## config.mk

```make
export PLATFORM = sky130hd
export DESIGN_NAME = asyncTx
export DESIGN_NICKNAME = d
export VERILOG_FILES = /design/src/rtl/asyncTxPkg.sv /design/src/rtl/asyncTxControl.sv /design/src/rtl/asyncTxDatapath.sv /design/src/rtl/asyncTx.sv
export SDC_FILE = /design/constraint.sdc
export NUM_CORES = 1
export LEC_CHECK = 0
export ABC_AREA = 1
export BUFFER_PORTS_ARGS = -buffer_cell sky130_fd_sc_hd__buf_2
export CAP_MARGIN = 5
export CORE_MARGIN = 2
export CORE_UTILIZATION = 58
export CTS_BUF_LIST = sky130_fd_sc_hd__clkbuf_16
export DETAILED_ROUTE_END_ITERATION = 6
export PLACE_DENSITY_LB_ADDON = 0.08
export SLEW_MARGIN = 20
export SYNTH_ARGS = -nofsm -noshare
export SYNTH_HDL_FRONTEND = slang
export SYNTH_SLANG_ARGS = --single-unit
```

## constraint.sdc

```tcl
create_clock -name clk -period 2.4 [get_ports clk]
set_clock_uncertainty 0.15 [all_clocks]
set_input_delay 0.12 -clock clk [delete_from_list [all_inputs] [get_ports clk]]
set_output_delay 0.12 -clock clk [all_outputs]
set_load 0.1 [all_outputs]
```

## src/rtl/asyncTxPkg.sv

```systemverilog
package asyncTxPkg;

  localparam int FRAME_MAX = 12;
  localparam int LEN_W = $clog2(FRAME_MAX + 1);

  typedef struct packed {
    logic loadHold;
    logic startFrame;
    logic shiftBit;
    logic goIdle;
    logic abort;
  } txStrobes_t;

  // Number of bit slots in a frame: start + data + optional parity + stops.
  function automatic logic [LEN_W-1:0] frameLength(input logic [2:0] ws);
    logic [LEN_W-1:0] n;
    n = LEN_W'(1) + (ws[2] ? LEN_W'(8) : LEN_W'(7));
    if (!ws[2] || ws[1]) n = n + LEN_W'(1);
    n = n + ((ws == 3'b100 || (!ws[2] && !ws[1])) ? LEN_W'(2) : LEN_W'(1));
    return n;
  endfunction

  // Frame image, bit 0 is sent first; unused upper slots stay high.
  function automatic logic [FRAME_MAX-1:0] buildFrame(input logic [7:0] data,
                                                       input logic [2:0] ws);
    logic [FRAME_MAX-1:0] f;
    logic [7:0] masked;
    logic parityBit;
    masked = ws[2] ? data : {1'b0, data[6:0]};
    parityBit = (^masked) ^ ws[0];
    f = '1;
    f[0] = 1'b0;
    f[7:1] = masked[6:0];
    if (ws[2]) begin
      f[8] = masked[7];
      if (ws[1]) f[9] = parityBit;
    end else begin
      f[8] = parityBit;
    end
    return f;
  endfunction

endpackage

```

## src/rtl/asyncTxControl.sv

```systemverilog
module asyncTxControl
  import asyncTxPkg::*;
#(
  parameter int DIV_MID  = 16,
  parameter int DIV_HIGH = 64
) (
  input  logic       clk,
  input  logic       rstN,
  input  logic       txTick,
  input  logic       loadStrobe,
  input  logic [1:0] divSel,
  input  logic [2:0] wordSel,
  output txStrobes_t strobes,
  output logic       holdEmpty
);

  localparam int CNT_W = $clog2(DIV_HIGH);

  logic [CNT_W-1:0] divCnt;
  logic [CNT_W-1:0] divLimit;
  logic [LEN_W-1:0] bitsLeft;
  logic busy;
  logic holdFull;
  logic masterRst;
  logic bitDone;
  logic lastBit;

  always_comb begin
    masterRst = (divSel == 2'b11);
    unique case (divSel)
      2'b00:   divLimit = '0;
      2'b01:   divLimit = CNT_W'(DIV_MID - 1);
      default: divLimit = CNT_W'(DIV_HIGH - 1);
    endcase
    bitDone = busy && txTick && (divCnt == divLimit);
    lastBit = bitDone && (bitsLeft == '0);
    strobes.abort      = masterRst;
    strobes.loadHold   = loadStrobe && !masterRst;
    strobes.startFrame = !masterRst && txTick && holdFull && (!busy || lastBit);
    strobes.shiftBit   = !masterRst && bitDone && !lastBit;
    strobes.goIdle     = !masterRst && lastBit && !strobes.startFrame;
  end

  always_ff @(posedge clk or negedge rstN) begin
    if (!rstN) begin
      busy     <= 1'b0;
      holdFull <= 1'b0;
      divCnt   <= '0;
      bitsLeft <= '0;
    end else if (strobes.abort) begin
      busy     <= 1'b0;
      holdFull <= 1'b0;
      divCnt   <= '0;
      bitsLeft <= '0;
    end else begin
      if (strobes.startFrame) begin
        busy     <= 1'b1;
        divCnt   <= '0;
        bitsLeft <= frameLength(wordSel) - LEN_W'(1);
      end else if (strobes.goIdle) begin
        busy   <= 1'b0;
        divCnt <= '0;
      end else if (strobes.shiftBit) begin
        divCnt   <= '0;
        bitsLeft <= bitsLeft - LEN_W'(1);
      end else if (busy && txTick) begin
        divCnt <= divCnt + CNT_W'(1);
      end
      // A load in the same cycle as a start keeps the register full.
      if (strobes.loadHold) holdFull <= 1'b1;
      else if (strobes.startFrame) holdFull <= 1'b0;
    end
  end

  assign holdEmpty = !holdFull;

endmodule

```

## src/rtl/asyncTxDatapath.sv

```systemverilog
module asyncTxDatapath
  import asyncTxPkg::*;
(
  input  logic       clk,
  input  logic       rstN,
  input  txStrobes_t strobes,
  input  logic [7:0] loadData,
  input  logic [2:0] wordSel,
  input  logic [1:0] txCtrl,
  output logic       txLine
);

  logic [7:0] holdReg;
  logic [FRAME_MAX-1:0] shiftReg;
  logic [FRAME_MAX-1:0] nextFrame;
  logic lineReg;

  assign nextFrame = buildFrame(holdReg, wordSel);

  always_ff @(posedge clk or negedge rstN) begin
    if (!rstN) begin
      holdReg  <= '0;
      shiftReg <= '1;
      lineReg  <= 1'b1;
    end else begin
      if (strobes.loadHold) holdReg <= loadData;
      if (strobes.abort) begin
        shiftReg <= '1;
        lineReg  <= 1'b1;
      end else if (strobes.startFrame) begin
        lineReg  <= nextFrame[0];
        shiftReg <= {1'b1, nextFrame[FRAME_MAX-1:1]};
      end else if (strobes.shiftBit) begin
        lineReg  <= shiftReg[0];
        shiftReg <= {1'b1, shiftReg[FRAME_MAX-1:1]};
      end else if (strobes.goIdle) begin
        lineReg <= 1'b1;
      end
    end
  end

  assign txLine = (txCtrl == 2'b11) ? 1'b0 : lineReg;

endmodule

```

## src/rtl/asyncTx.sv

```systemverilog
module asyncTx
  import asyncTxPkg::*;
#(
  parameter int DIV_MID  = 16,
  parameter int DIV_HIGH = 64
) (
  input  logic       clk,
  input  logic       rstN,
  input  logic       txTick,
  input  logic [1:0] divSel,
  input  logic [2:0] wordSel,
  input  logic [1:0] txCtrl,
  input  logic       loadStrobe,
  input  logic [7:0] loadData,
  output logic       txLine,
  output logic       holdEmpty
);

  txStrobes_t strobes;

  asyncTxControl #(.DIV_MID(DIV_MID), .DIV_HIGH(DIV_HIGH)) u_ctrl (
    .clk(clk),
    .rstN(rstN),
    .txTick(txTick),
    .loadStrobe(loadStrobe),
    .divSel(divSel),
    .wordSel(wordSel),
    .strobes(strobes),
    .holdEmpty(holdEmpty)
  );

  asyncTxDatapath u_data (
    .clk(clk),
    .rstN(rstN),
    .strobes(strobes),
    .loadData(loadData),
    .wordSel(wordSel),
    .txCtrl(txCtrl),
    .txLine(txLine)
  );

endmodule

```

Yosys cells after proc, flatten, opt, wreduce, memory -nomap -nowiden. Cells that the tools add are included. Widths: inputs -> output; s select.

$add $sub $neg: 6. Multiply operators: 0. Divide/modulo/power cells: 0. Order comparisons: 0. Eq/ne operators: 6. Shifts and indexed selects: 0. Multiplexer cells: 33. Bitwise operators: 1. Reduce and logical (&&, ||, !) cells: 31.

Operator list (count): $mux 12 (3); $mux 4 (8); $mux 6 (5); $mux 1 (14); $logic_and 1x1->1 (12); $pmux 6 s2 (1); $reduce_bool 3->1 (3); $mux 8 (1); $reduce_xor 8->1 (1); $sub 4x1->4 const B (2); $logic_not 1->1 (7); $add 6x1->6 const B (1); $eq 6x6->1 (1); $reduce_bool 5->1 (1); $add 2x4->4 const A (1); $add 4x1->4 const B (1); $add 4x4->4 (1); $eq 2x2->1 const B (2); $logic_not 4->1 (1); $reduce_bool 4->1 (1); $eq 3x3->1 const B (1); $logic_or 1x1->1 (3); $ne 3x1->1 const B (1); $eq 2x1->1 const B (1); 4 further kinds (4).

Register bits: 33. Latch bits: 0. Memory bits (writable): 0. Memory bits (read-only): 0. Input port bits: 19. Output and inout bits: 2. Word-level logic and storage cells: 84. Memories kept: 0.

Longest topological paths before layout.
Word-level depth: 13. Mapped depth: 12. Depth with buffers taken out: 12.

By module. From an unflattened synthesis, not the netlist that was laid out.

Cell total of the unflattened synthesis: 253. Area, all modules: 1925.6 µm².

Modules (own cells, without submodules): asyncTxDatapath (times used 1, cells an instance 123, area each 974.7 µm², sequential area each 462.9 µm²); asyncTxControl (times used 1, cells an instance 130, area each 950.9 µm², sequential area each 300.3 µm²).

Least setup slack after synthesis. Ideal clock, no wire load.

Kind: register to output. Start point: register u_data.lineReg. End point: output txLine. Data arrival time: 2695 ps. Required time: 2130 ps. Setup slack: -565 ps. Cell stages (with the launch flop): 2. Path buffers: 0. Cell sequence: dfstp_2 -> a21boi_0.

Longest elaborated chain between the ends: 1.

Ends and longest elaborated chain: from (decl) (line asyncTxDatapath.sv:16) `logic lineReg;`; from (signal assigned) (line asyncTxDatapath.sv:31) `lineReg <= nextFrame[0];`; from (signal assigned) (line asyncTxDatapath.sv:34) `lineReg <= shiftReg[0];`; $mux 1 (line asyncTxDatapath.sv:42) `assign txLine = (txCtrl == 2'b11) ? 1'b0 : lineReg;`; to (decl) (line asyncTx.sv:15) `output logic txLine,`.

No other way between the ends.

Worst setup path in the final report.
Start point: register u_ctrl.bitsLeft[0]. End point: register u_ctrl.divCnt[2].

Longest elaborated chain between the ends: 9. Elaborated cells between the ends (all ways): 14. Those cells by class: mux (4); reduce/logical (10).

Ends and longest elaborated chain: from (decl) (line asyncTxControl.sv:21) `logic [LEN_W-1:0] bitsLeft;`; from (signal assigned) (line asyncTxControl.sv:59) `bitsLeft <= frameLength(wordSel) - LEN_W'(1);`; from (signal assigned) (line asyncTxControl.sv:65) `bitsLeft <= bitsLeft - LEN_W'(1);`; $logic_not 4->1 * (line asyncTxControl.sv:36) `lastBit = bitDone && (bitsLeft == '0);`; $logic_and 1x1->1 * (line asyncTxControl.sv:36); $logic_or 1x1->1 (line asyncTxControl.sv:39) `strobes.startFrame = !masterRst && txTick && holdFull && (!busy || lastBit);`; $logic_and 1x1->1 (line asyncTxControl.sv:39); $logic_not 1->1 (line asyncTxControl.sv:41) `strobes.goIdle = !masterRst && lastBit && !strobes.startFrame;`; $logic_and 1x1->1 (line asyncTxControl.sv:41); $mux 6 (line asyncTxControl.sv:60) `end else if (strobes.goIdle) begin`; $mux 6 (line asyncTxControl.sv:56) `if (strobes.startFrame) begin`; $mux 6 (line asyncTxControl.sv:50) `end else if (strobes.abort) begin`; to (signal assigned) (line asyncTxControl.sv:67) `divCnt <= divCnt + CNT_W'(1);`; to (decl) (line asyncTxControl.sv:19) `logic [CNT_W-1:0] divCnt;`.

Every way passes the cells marked *; elsewhere a longest branch is shown, timed or not. A chain may end at the register's enable or synchronous reset.

==> metrics.cfg <==
[clock_network]
post_cts_buffers = 0
htree_levels = 2
clk_latency_ps = 280
numCtsBuffers = 5
cts-root-buf = clkbuf_16
cts_tree = yes
clk_path_buf_depth = 2
path_clk_slew_ps = 50
cts.sinks = 30

[placement]
numPortBuffers = 20
post-place-cells = 306
place_congestion = 0.842
dpl.hpwl_mm = 2.56
pre_cts_ws_ps = 202
placed_area_um2 = 1990

[cells_and_area]
final_area_um2 = 2220
diodes = 0
final_common_cell = nand2_1
stdcell_count = 323
register_area_um2 = 763
finalNetCount = 303
final_cell_mix = nand2_1 (80), nor2_1 (28), inv_1 (26)
drive_above_1_share_pct = 20.1
fillers = 254
area_delta_synth_final_pct = 19.9
multi_input_area_um2 = 955

[setup_path]
crit_arrival_ps = 2120
endpoint_kind = flip-flop
slowest_delay_ps = 390
crit_path_top_delay_cell = dfrtp_1
crit_required_ps = 2410
crit_chain = inv_1, ha_1, nand2_1, nor2_1, nand3_2, nand2_2, nand2_2, nand2_2, nor2_1, nand2_1, nand2_1
crit_family = simple AND/OR/NAND/NOR gates
startpoint_type = flip-flop
crit_buf_inv = 1
crit_path_max_fanout = 12
path_class = flip-flop to flip-flop

[die]
die_h_um = 60.5
io_pins = 21
dieWidth_um = 60.5
dieArea_um2 = 3660
start_util_pct = 60.7
fp-row-count = 20
design.core.area_um2 = 3050

[yosys]
syn_avg_cell_area_um2 = 7.56
synth_seq_area_share_pct = 41.2
synth-simple-area-share_pct = 30.5
synth_warnings = 0
synthCells = 245
synth.distinct_cells = 30
synth.area.mux_share_pct = 4.86
synth_top_family_by_area = simple AND/OR/NAND/NOR gates
synth_compound_area_share_pct = 6.75
ys_seq_elements = 30
syn_area_um2 = 1850
syn-num-nets = 270
synth_xor_area_share_pct = 5.20
synthAdderAreaFrac_pct = 4.05

[hold_path]
worstHoldPathType = input pin to flip-flop

[detailed_routing]
routed_wl_mm = 3.64
vias_per_cell = 4.91
ant_nets = 0
wl_per_cell_um = 11.3
drc = 0
drtIter0Drc = 67
firstDrtPassIters = 7
dr_total_vias = 1585

[sta]
finalSetupTns_ps = 0
min_period_ps = 2110
drv_slew = 0
rsz0062_at_grt = false
relSlewSlack_pct = 55.9
max_freq_ghz = 0.473
finalSetupViolations = 0
fin_crit_sh_pct = 88.0
tightest_slew_ps = 661
setup_ws_ps = 288
hold_viol = 0

[power]
max-vdd-ir-drop_mv = 0.735
static-leakage-power_uw = 0.00115
cellPowerDensity_nw_per_um2 = 847

[global_routing]
grt_pass1_wl_mm = 6.20
first_global_vias = 1467
antenna_found_initial = 0
grt_overflow = 0
grt_use_total_pct = 23.4
grt_max_degree = 31

[flow_run]
drv_cap = 0

[status]
outcome = finished clean

## worst reg2reg max path: cells and delay by family, from the launching register on
kind                       cells  cell delay (ps)
buffers and inverters          1               80
DFF                            1              390
adders and majority gates      1              180
and+or+nand+nor                9             1190
## final timing paths
kind | startpoint | end | slack, ps | cells after the start
worst max register to register | u_ctrl.bitsLeft[0] | u_ctrl.divCnt[2] | 290 | 11
worst min register to register | u_data.shiftReg[6] | u_data.shiftReg[6] | 320 | 2
worst min-delay path | wordSel[2] | u_data.shiftReg[7] | 60 | 6
max in group asynchronous | rstN | u_data.holdReg[0] | 1400 | 2
min in group asynchronous | rstN | u_ctrl.divCnt[4] | 270 | 2
worst max-delay path | u_ctrl.bitsLeft[0] | u_ctrl.divCnt[2] | 290 | 11
## state kept, by name, indices dropped and copies added, names as in the netlist
signal / count
u_ctrl.busy: 1
u_ctrl.divCnt: 6
u_data.shiftReg: 9
u_ctrl.bitsLeft: 4
u_ctrl.holdFull: 1
u_data.lineReg: 1
u_data.holdReg: 8
## synth_stat cells, drive strengths merged
| cell | instances | area (µm²) |
|---|---|---|
| a211oi | 1 | 7.51 |
| a21boi | 1 | 7.51 |
| a21oi | 3 | 18.8 |
| a31oi | 1 | 6.26 |
| buf | 4 | 28.8 |
| clkinv | 1 | 3.75 |
| dfrtp | 20 | 500 |
| dfstp | 10 | 263 |
| ha | 6 | 75.1 |
| inv | 28 | 105 |
| mux2 | 8 | 90.1 |
| nand2 | 84 | 323 |
| nand3 | 18 | 108 |
| nand3b | 1 | 7.51 |
| nand4 | 1 | 6.26 |
| nor2 | 28 | 105 |
| nor3 | 2 | 10.0 |
| o211ai | 2 | 15.0 |
| o21ai | 14 | 70.1 |
| or2 | 1 | 6.26 |
| xnor2 | 6 | 52.6 |
| xor2 | 5 | 43.8 |
## metal layers
layer	share of wire, %	track usage (%)
met5	0	0
met4	1.5	8.39
met3	3.9	6.61
met1	46	28.7
met2	49	39.8
## through the flow
stage	utilization [%]	hold slack, ps	total power [µW]
global placement	65.1	42.3	1260
floorplan	-	-326	1160
CTS	72.7	60.5	1890
global route	72.7	99.0	2010
finish	72.7	62.2	1880
detailed placement	65.1	37.6	1270
## cell type report
class | instances | area share (%)
Multi-Input combinational cell | 182 | 43.0
Sequential cell | 30 | 34.4
Inverter | 29 | 4.90
Clock buffer | 5 | 5.63
Tap cell | 44 | 2.48
Clock inverter | 3 | 0.732
Timing Repair Buffer | 30 | 8.90
## cells by family after synthesis
kind of cell	Yosys count
XOR/XNOR	11
buffers and inverters	33
flip-flops	30
adder cells (fa/ha/maj)	6
multiplexers	8
AO/OA/AOI/OAI	22
AND/OR/NAND/NOR	135
## power by group
part	switching (µW)	internal, µW
clock	224	378
sequential	87.9	653
combinational	324	215
total	636	1250
## timing repair
item	4_1_cts	5_1_grt
resized for setup	0	1
hold endpoints to repair	28	0
hold buffers	9	0
setup endpoints to repair	0	3
(Power assumes the default switching activity.)
